<file path="src/rtl/bfb_pkg.sv">
package bfb_pkg;
  typedef struct packed {
    logic shiftEn;
    logic capture;
    logic done;
  } ctrlStrobes_t;
endpackage

</file>
<file path="src/rtl/bfb_ctrl.sv">
module bfb_ctrl
  import bfb_pkg::*;
#(
  parameter int CHAIN_LEN    = 8,
  parameter int NUM_PATTERNS = 16,
  localparam int BIT_W = (CHAIN_LEN > 1) ? $clog2(CHAIN_LEN) : 1,
  localparam int PAT_W = (NUM_PATTERNS > 1) ? $clog2(NUM_PATTERNS) : 1
) (
  input  logic             clk,
  input  logic             rstN,
  output ctrlStrobes_t     strobes,
  output logic [BIT_W-1:0] bitIdx,
  output logic [PAT_W-1:0] patIdx
);
  localparam logic [BIT_W-1:0] LAST_BIT = BIT_W'(CHAIN_LEN - 1);
  localparam logic [PAT_W-1:0] LAST_PAT = PAT_W'(NUM_PATTERNS - 1);

  logic [BIT_W-1:0] bitCnt;
  logic [PAT_W-1:0] patCnt;
  logic             capPhase;
  logic             doneQ;

  always_ff @(posedge clk) begin
    if (!rstN) begin
      bitCnt   <= '0;
      patCnt   <= '0;
      capPhase <= 1'b0;
      doneQ    <= 1'b0;
    end else if (!doneQ) begin
      if (capPhase) begin
        capPhase <= 1'b0;
        if (patCnt == LAST_PAT) doneQ  <= 1'b1;
        else                    patCnt <= patCnt + 1'b1;
      end else if (bitCnt == LAST_BIT) begin
        bitCnt   <= '0;
        capPhase <= 1'b1;
      end else begin
        bitCnt <= bitCnt + 1'b1;
      end
    end
  end

  always_comb begin
    strobes.shiftEn = !doneQ && !capPhase;
    strobes.capture = capPhase && !doneQ;
    strobes.done    = doneQ;
  end

  assign bitIdx = bitCnt;
  assign patIdx = patCnt;

  assert_bit_range_R6: assert property (@(posedge clk) disable iff (!rstN)
    bitCnt <= LAST_BIT);
  assert_capture_bitzero_R6: assert property (@(posedge clk) disable iff (!rstN)
    strobes.capture |-> (bitCnt == '0));
  assert_capture_single_R5: assert property (@(posedge clk) disable iff (!rstN)
    strobes.capture |=> !strobes.capture);
  assert_done_sticky_R7: assert property (@(posedge clk) disable iff (!rstN)
    strobes.done |=> strobes.done);
  assert_done_after_last_R7: assert property (@(posedge clk) disable iff (!rstN)
    $rose(strobes.done) |-> (patCnt == LAST_PAT));
endmodule

</file>
<file path="src/rtl/bfb_datapath.sv">
module bfb_datapath
  import bfb_pkg::*;
#(
  parameter int                 LFSR_W    = 16,
  parameter logic [LFSR_W-1:0]  LFSR_TAPS = 16'hB400,
  parameter logic [LFSR_W-1:0]  LFSR_SEED = 16'hACE1,
  parameter int                 SIG_W     = 16,
  parameter logic [SIG_W-1:0]   SIG_POLY  = 16'h8016,
  parameter int                 NUM_FLIPS = 5,
  parameter int unsigned        FLIP_PAT [NUM_FLIPS] = '{0, 3, 7, 7, 15},
  parameter int unsigned        FLIP_BIT [NUM_FLIPS] = '{0, 7, 4, 4, 7},
  parameter int                 BIT_W     = 3,
  parameter int                 PAT_W     = 4
) (
  input  logic             clk,
  input  logic             rstN,
  input  ctrlStrobes_t     strobes,
  input  logic [BIT_W-1:0] bitIdx,
  input  logic [PAT_W-1:0] patIdx,
  input  logic             scanOut,
  output logic             scanIn,
  output logic [SIG_W-1:0] signature
);
  logic [LFSR_W-1:0]    lfsr;
  logic [NUM_FLIPS-1:0] flipHit;
  logic                 flip;

  for (genvar i = 0; i < NUM_FLIPS; i++) begin : g_flip
    assign flipHit[i] = (patIdx == PAT_W'(FLIP_PAT[i])) &&
                        (bitIdx == BIT_W'(FLIP_BIT[i]));
  end
  assign flip   = |flipHit;
  assign scanIn = strobes.shiftEn & (lfsr[0] ^ flip);

  always_ff @(posedge clk) begin
    if (!rstN) begin
      lfsr      <= LFSR_SEED;
      signature <= '0;
    end else if (strobes.shiftEn) begin
      lfsr      <= (lfsr >> 1) ^ ({LFSR_W{lfsr[0]}} & LFSR_TAPS);
      signature <= (signature >> 1) ^ ({SIG_W{signature[0]}} & SIG_POLY)
                   ^ (SIG_W'(scanOut) << (SIG_W - 1));
    end
  end

  assert_lfsr_nonzero_R2: assert property (@(posedge clk) disable iff (!rstN)
    lfsr != '0);
  assert_lfsr_hold_R5: assert property (@(posedge clk) disable iff (!rstN)
    !strobes.shiftEn |=> $stable(lfsr));
  assert_sig_hold_R8: assert property (@(posedge clk) disable iff (!rstN)
    !strobes.shiftEn |=> $stable(signature));
  assert_idle_quiet_R7: assert property (@(posedge clk) disable iff (!rstN)
    strobes.done |-> !scanIn);
endmodule

</file>
<file path="src/rtl/bfb_gen.sv">
module bfb_gen
  import bfb_pkg::*;
#(
  parameter int                CHAIN_LEN    = 8,
  parameter int                NUM_PATTERNS = 16,
  parameter int                LFSR_W       = 16,
  parameter logic [LFSR_W-1:0] LFSR_TAPS    = 16'hB400,
  parameter logic [LFSR_W-1:0] LFSR_SEED    = 16'hACE1,
  parameter int                SIG_W        = 16,
  parameter logic [SIG_W-1:0]  SIG_POLY     = 16'h8016,
  parameter int                NUM_FLIPS    = 5,
  parameter int unsigned       FLIP_PAT [NUM_FLIPS] = '{0, 3, 7, 7, 15},
  parameter int unsigned       FLIP_BIT [NUM_FLIPS] = '{0, 7, 4, 4, 7}
) (
  input  logic             clk,
  input  logic             rstN,
  input  logic             scanOut,
  output logic             scanIn,
  output logic             scanEn,
  output logic             testDone,
  output logic [SIG_W-1:0] signature
);
  localparam int BIT_W = (CHAIN_LEN > 1) ? $clog2(CHAIN_LEN) : 1;
  localparam int PAT_W = (NUM_PATTERNS > 1) ? $clog2(NUM_PATTERNS) : 1;

  ctrlStrobes_t     strobes;
  logic [BIT_W-1:0] bitIdx;
  logic [PAT_W-1:0] patIdx;

  bfb_ctrl #(.CHAIN_LEN(CHAIN_LEN), .NUM_PATTERNS(NUM_PATTERNS)) u_ctrl (
    .clk(clk), .rstN(rstN), .strobes(strobes), .bitIdx(bitIdx), .patIdx(patIdx)
  );

  bfb_datapath #(
    .LFSR_W(LFSR_W), .LFSR_TAPS(LFSR_TAPS), .LFSR_SEED(LFSR_SEED),
    .SIG_W(SIG_W), .SIG_POLY(SIG_POLY), .NUM_FLIPS(NUM_FLIPS),
    .FLIP_PAT(FLIP_PAT), .FLIP_BIT(FLIP_BIT), .BIT_W(BIT_W), .PAT_W(PAT_W)
  ) u_dp (
    .clk(clk), .rstN(rstN), .strobes(strobes), .bitIdx(bitIdx), .patIdx(patIdx),
    .scanOut(scanOut), .scanIn(scanIn), .signature(signature)
  );

  assign scanEn   = strobes.shiftEn;
  assign testDone = strobes.done;
endmodule

</file>
<file path="config.mk">
export PLATFORM = sky130hd
export DESIGN_NAME = bfb_gen
export DESIGN_NICKNAME = d
export VERILOG_FILES = /design/src/rtl/bfb_pkg.sv /design/src/rtl/bfb_ctrl.sv /design/src/rtl/bfb_datapath.sv /design/src/rtl/bfb_gen.sv
export SDC_FILE = /design/constraint.sdc
export NUM_CORES = 1
export LEC_CHECK = 0
export CAP_MARGIN = 20
export CORE_MARGIN = 5
export CORE_UTILIZATION = 30
export DETAILED_ROUTE_END_ITERATION = 8
export PLACE_DENSITY = 0.48
export SYNTH_ARGS = -nofsm -noshare
export SYNTH_HDL_FRONTEND = slang
export SYNTH_SLANG_ARGS = --single-unit
</file>
<file path="constraint.sdc">
create_clock -name clk -period 4.8 [get_ports clk]
set_clock_uncertainty 0.1 [all_clocks]
set_input_delay 1.2 -clock clk [delete_from_list [all_inputs] [get_ports clk]]
set_output_delay 1.2 -clock clk [all_outputs]
set_load 0.02 [all_outputs]
</file>
# ---- Word-level counts from Yosys, hierarchy flattened
# Cells that the tools add are included.
dict set report totals {
  regBits 41
  input_bits 3
  output_inout_bits 19
  elab_cells 39
}
dict set report classes {
  addsub 2
  eq_ne 5
  mux 6
  bitwise 8
  reduce_logical 12
}
# operator count
set ops {}
lappend ops {{15-bit by 16-bit bitwise XOR with 16-bit output} 2}
lappend ops {{16-bit bitwise XOR} 1}
lappend ops {{3-bit == test (second input constant)} 2}
lappend ops {{1-bit logical AND} 5}
lappend ops {{1-bit 2-to-1 mux} 5}
lappend ops {{4-bit by 1-bit adder with 4-bit output (second input constant)} 1}
lappend ops {{4-bit by 2-bit == test with 1-bit output (second input constant)} 1}
lappend ops {{4-bit by 3-bit == test with 1-bit output (second input constant)} 1}
lappend ops {{4-bit == test (second input constant)} 1}
lappend ops {{4-bit logical NOT} 1}
lappend ops {{4-bit OR reduction} 1}
lappend ops {{3-bit by 1-bit adder with 3-bit output (second input constant)} 1}
lappend ops {{3-bit logical NOT} 1}
lappend ops {{3-bit 2-to-1 mux} 1}
lappend ops {{1-bit NOT} 3}
lappend ops {{3-bit AND reduction} 1}
lappend ops {{1-bit logical NOT} 2}
lappend ops {{2-bit AND reduction} 1}
lappend ops {{1-bit bitwise AND} 1}
lappend ops {{1-bit bitwise XOR} 1}

# ---- Logic depth before layout (Yosys ltp)
dict set report logic_depth {
  depth_word 5
  ltp_mapped 7
  depth_no_buf 6
}

# ---- Cells and area by module
# Synthesis repeated with hierarchy kept, for this count alone.
dict set report unflattened {
  cells_unflattened 174
  hier_area_um2 1734.2
}
# mod n_inst cells_each area_each_um2 seq_area_each_um2
set modules_own_cells {}
lappend modules_own_cells {bfb_datapath 1 127 1306.3 640.6}
lappend modules_own_cells {bfb_ctrl 1 47 427.9 180.2}

# ---- Worst setup path before layout
# OpenSTA, ideal clock, no wires.
dict set report synth_timing {
  path_type {register to output}
  startpoint {reg u_ctrl.bitCnt[0] (netlist: u_ctrl.bitIdx[0])}
  endpoint {out scanIn}
  arrival_ns 1.512
  required_time_ns 3.500
  slack_ns 1.988
  path_stages_with_launch 7
  path_buffers 0
  path_cell_list {dfxtp_1 > ha_1 > ha_1 > nand2_1 > o21ai_0 > a32oi_1 > mux2i_1}
}
dict set report synth_via {
  elab_chain_len 5
  elab_cells_between_ends 10
  cone_classes {eq/ne (2); bitwise (2); reduce/logical (6)}
}
# element line_no
set synth_rtl {}
lappend synth_rtl {{start, declared} bfb_ctrl.sv:18} ;# logic [BIT_W-1:0] bitCnt;
lappend synth_rtl {{start signal, assigned} bfb_ctrl.sv:38} ;# bitCnt <= bitCnt + 1'b1;
lappend synth_rtl {{3-bit == test / 3-bit logical NOT (equally long branches)} bfb_datapath.sv:30} ;# (bitIdx == BIT_W'(FLIP_BIT[i]));
lappend synth_rtl {{1-bit logical AND} bfb_datapath.sv:29} ;# assign flipHit[i] = (patIdx == PAT_W'(FLIP_PAT[i])) &&
lappend synth_rtl {{4-bit OR reduction *} bfb_datapath.sv:32} ;# assign flip = |flipHit;
lappend synth_rtl {{1-bit bitwise XOR *} bfb_datapath.sv:33} ;# assign scanIn = strobes.shiftEn & (lfsr[0] ^ flip);
lappend synth_rtl {{1-bit bitwise AND *} bfb_datapath.sv:33}
lappend synth_rtl {{end, declared} bfb_gen.sv:18} ;# output logic scanIn,
# Mark *: on every way between the ends. The rest lies on a longest branch, timed or not.

# ---- Worst setup path after layout
dict set report layout_timing {
  startpoint {reg u_ctrl.capPhase}
  endpoint {out scanIn}
}
dict set report layout_via {
  elab_chain_len 3
}
# element line_no
set layout_rtl {}
lappend layout_rtl {{start, declared} bfb_ctrl.sv:20} ;# logic capPhase;
lappend layout_rtl {{start signal, assigned} bfb_ctrl.sv:27} ;# capPhase <= 1'b0;
lappend layout_rtl {{start signal, assigned} bfb_ctrl.sv:31} ;# capPhase <= 1'b0;
lappend layout_rtl {{start signal, assigned} bfb_ctrl.sv:36} ;# capPhase <= 1'b1;
lappend layout_rtl {{1-bit logical NOT} bfb_ctrl.sv:44} ;# strobes.shiftEn = !doneQ && !capPhase;
lappend layout_rtl {{1-bit logical AND} bfb_ctrl.sv:44}
lappend layout_rtl {{1-bit bitwise AND} bfb_datapath.sv:33}
# No other way between the ends.

==> out/results.tsv <==
stage	metric	value	unit
outcome	outcome	finished clean	
timing	worst_slack	1.13	ns
drt	wl	3220	um
clock_network	clockBufferDepth	2	
pwr	p_leak	0.812	nW
clock_network	numCtsBuffers	5	
setup_path	cp_num_buf_inv	3	
timing	totalNegativeSetupSlack	0	ns
setup_path	cp_slowest_cell	clkdlybuf4s50_1	
drt	top_layer	met4	
place	place_congestion	0.705	
setup_path	critPathTopFamily	buffers and inverters	
clock_network	h-tree-depth	2	
setup_path	max_stage_delay	0.62	ns
drt	drt-wirelength-per-cell	11.2	um
place	hpwl	1970	um
global_route	grt_max_degree	42	
timing	fin_crit_sh	76.4	%
pwr	p_total	633	uW
timing	fmax	273	MHz
place	dp.cells	280	
clock_network	postCtsResizedCells	0	
clock_network	hold_buffers	0	
clock_network	tritoncts	done	
timing	rsz0062_at_grt	no	
drt	vias_per_cell	4.51	
timing	whs	0.352	ns
timing	setup_viol	0	
yosys	netlist_area	1740	sq um
setup_path	critPathCaptureType	output port	
global_route	grt_first_pass_wirelength	5490	um
layout	num-nets-final	223	
place	portBuffers	21	
setup_path	required	3.50	ns
pwr	ir_drop	131	uV
global_route	grt_pass1_vias	1221	
setup_path	startpoint_type	flop	
layout	drive_above_1_share	4.63	%
layout	areaGrowthSynthToFinish	18.1	%
global_route	grt.overflow.total	0	
drt	wl_met1	1650	um
drt	drc_errors	0	
die	die_area	7430	sq um
layout	antenna_cells	0	
setup_path	arrival	2.37	ns
die	placementRows	27	
yosys	synth_cell_type_count	30	
setup_path	path_cells	or2_1 -> buf_4 -> inv_4 -> nand2_1 -> mux2i_1 -> clkdlybuf4s50_1	
clock_network	cts.reportedPaths.clkPinSlew	0.08	ns
clock_network	post_cts_buffers	0	
drt	drt-pass1-iter-count	4	
timing	maxSlewHeadroom	75.0	%
yosys	syn_avg_cell_area	8.76	sq um
layout	nFillCells	590	
drt	num_vias	1298	
timing	tightest_slew	0.375	ns
die	ios	22	
drt	wl_met3	142	um
clock_network	cts_sinks	41	
pwr	power.density	308	nW/um^2
global_route	antenna_found_initial	0	
yosys	yosysSeqAreaShare	47.1	%
setup_path	criticalPathCategory	flop to output port	
global_route	grt_use_total	9.41	%
die	start_util	31.3	%
clock_network	clock_latency	0.29	ns
layout	final_util	36.9	%
die	core	5570	sq um
timing	report.final.slew_viol_count	0	
drt	ant_nets	0	
timing	post-route-min-period	3.67	ns
yosys	synth_warnings	0	
layout	final_common_cell	nand2_1	
run	cap_violations	0	
clock_network	cts.root.buffer_cell	clkbuf_8	
yosys	synthCells	199	
drt	met2_length	1410	um
timing	hold_viol	0	
yosys	synth_seq_cells	41	
die	die_h	86.2	um
min_path	worst_hold_path_type	flop to flop	
place	dpl_cell_area	1970	sq um
layout	final_cell_mix	66 x nand2_1, 41 x dfxtp_1, 21 x clkdlybuf4s50_1	
layout	stdcell_count	288	
die	die_w	86.2	um
yosys	synth_nets	207	
drt	first_iter_violations	34	
layout	finalInstanceArea	2060	sq um
setup_path	cp_max_fo	39	
place	pre_cts_ws	1.40	ns
cells by family (layout without fill, tap and decap cells):
group,count (synthesis),in the layout,synth area share [%]
mux,2,2,1.15
buf+inv,19,36,6.24
fa+ha+maj,5,5,3.59
xor+xnor,10,10,5.02
simple gates,88,88,21.8
flops,41,41,47.1
compound gates,34,34,15.1
synth_stat cells:
cell      number  area share, %
mux2i_1        2            1.1
nor3_1         1           0.29
nor2_1         1           0.22
or3_1          1           0.36
buf_1          1           0.22
a32oi_1        1           0.50
and3_1         1           0.36
a21boi_0       4            1.7
or2_1          1           0.36
nand3_1        7            2.0
buf_2          4            1.1
buf_4          2           0.86
inv_4          1           0.36
xnor2_1       10            5.0
ha_1           5            3.6
dfxtp_1       41             47
o211ai_1       2           0.86
buf_6          3            1.9
nor2b_1        3            1.1
o21ai_0        2           0.57
nand2_1       66             14
clkbuf_1       4           0.86
a21boi_1      18            7.8
and2_1         3            1.1
inv_1          4           0.86
nand3b_1       2           0.86
a41oi_1        1           0.50
a21oi_1        1           0.29
nand4b_1       2            1.0
o211a_1        5            2.9
layout make-up:
type	count	area, sq um	area share (%)
flip-flops and latches	41	821	39.9
well taps	72	90.1	4.38
repair buffers	23	225	10.9
inverters	5	21.3	1.03
multi-input cells	139	813	39.5
clock buffers	6	72.6	3.53
clock inverters	2	15.0	0.729
where the power goes:
group	switching, mW	leakage (nW)	total, mW	internal (mW)
Combinational	0.0220	0.438	0.0466	0.0246
Sequential	0.00961	0.336	0.364	0.354
Clock	0.120	0.0374	0.223	0.102
worst paths after layout:
kind	start	endpoint	slack [ns]	cells past startpoint
worst max-delay path	u_ctrl.capPhase	scanIn	1.13	6
worst min-delay path	u_dp.lfsr[3]	u_dp.lfsr[2]	0.35	2
worst max register to register	u_ctrl.capPhase	u_ctrl.bitIdx[1]	3.17	5
worst min register to register	u_dp.lfsr[3]	u_dp.lfsr[2]	0.35	2
worst reg2reg max path, delay by kind of cell, from the launching register on:
kind	cells	cell delay, ns
AO/OA/AOI/OAI	1	0.15
buffers and inverters	2	0.58
flip-flops	1	0.36
AND/OR/NAND/NOR	2	0.37
sequential cells by signal, indices dropped and copies added (netlist names):
register         cells
u_dp.signature      16
u_ctrl.capPhase      1
u_dp.lfsr           16
u_ctrl.bitIdx        3
u_ctrl.doneQ         1
u_ctrl.patIdx        4
metal layers:
metal | vias up | GRT usage, %
li1 | 678 | -
met1 | 598 | 11.8
met2 | 20 | 13.8
met3 | 2 | 4.37
met4 | 0 | 4.25
met5 | - | 0
Note: power is estimated with default switching activity, not from simulation.
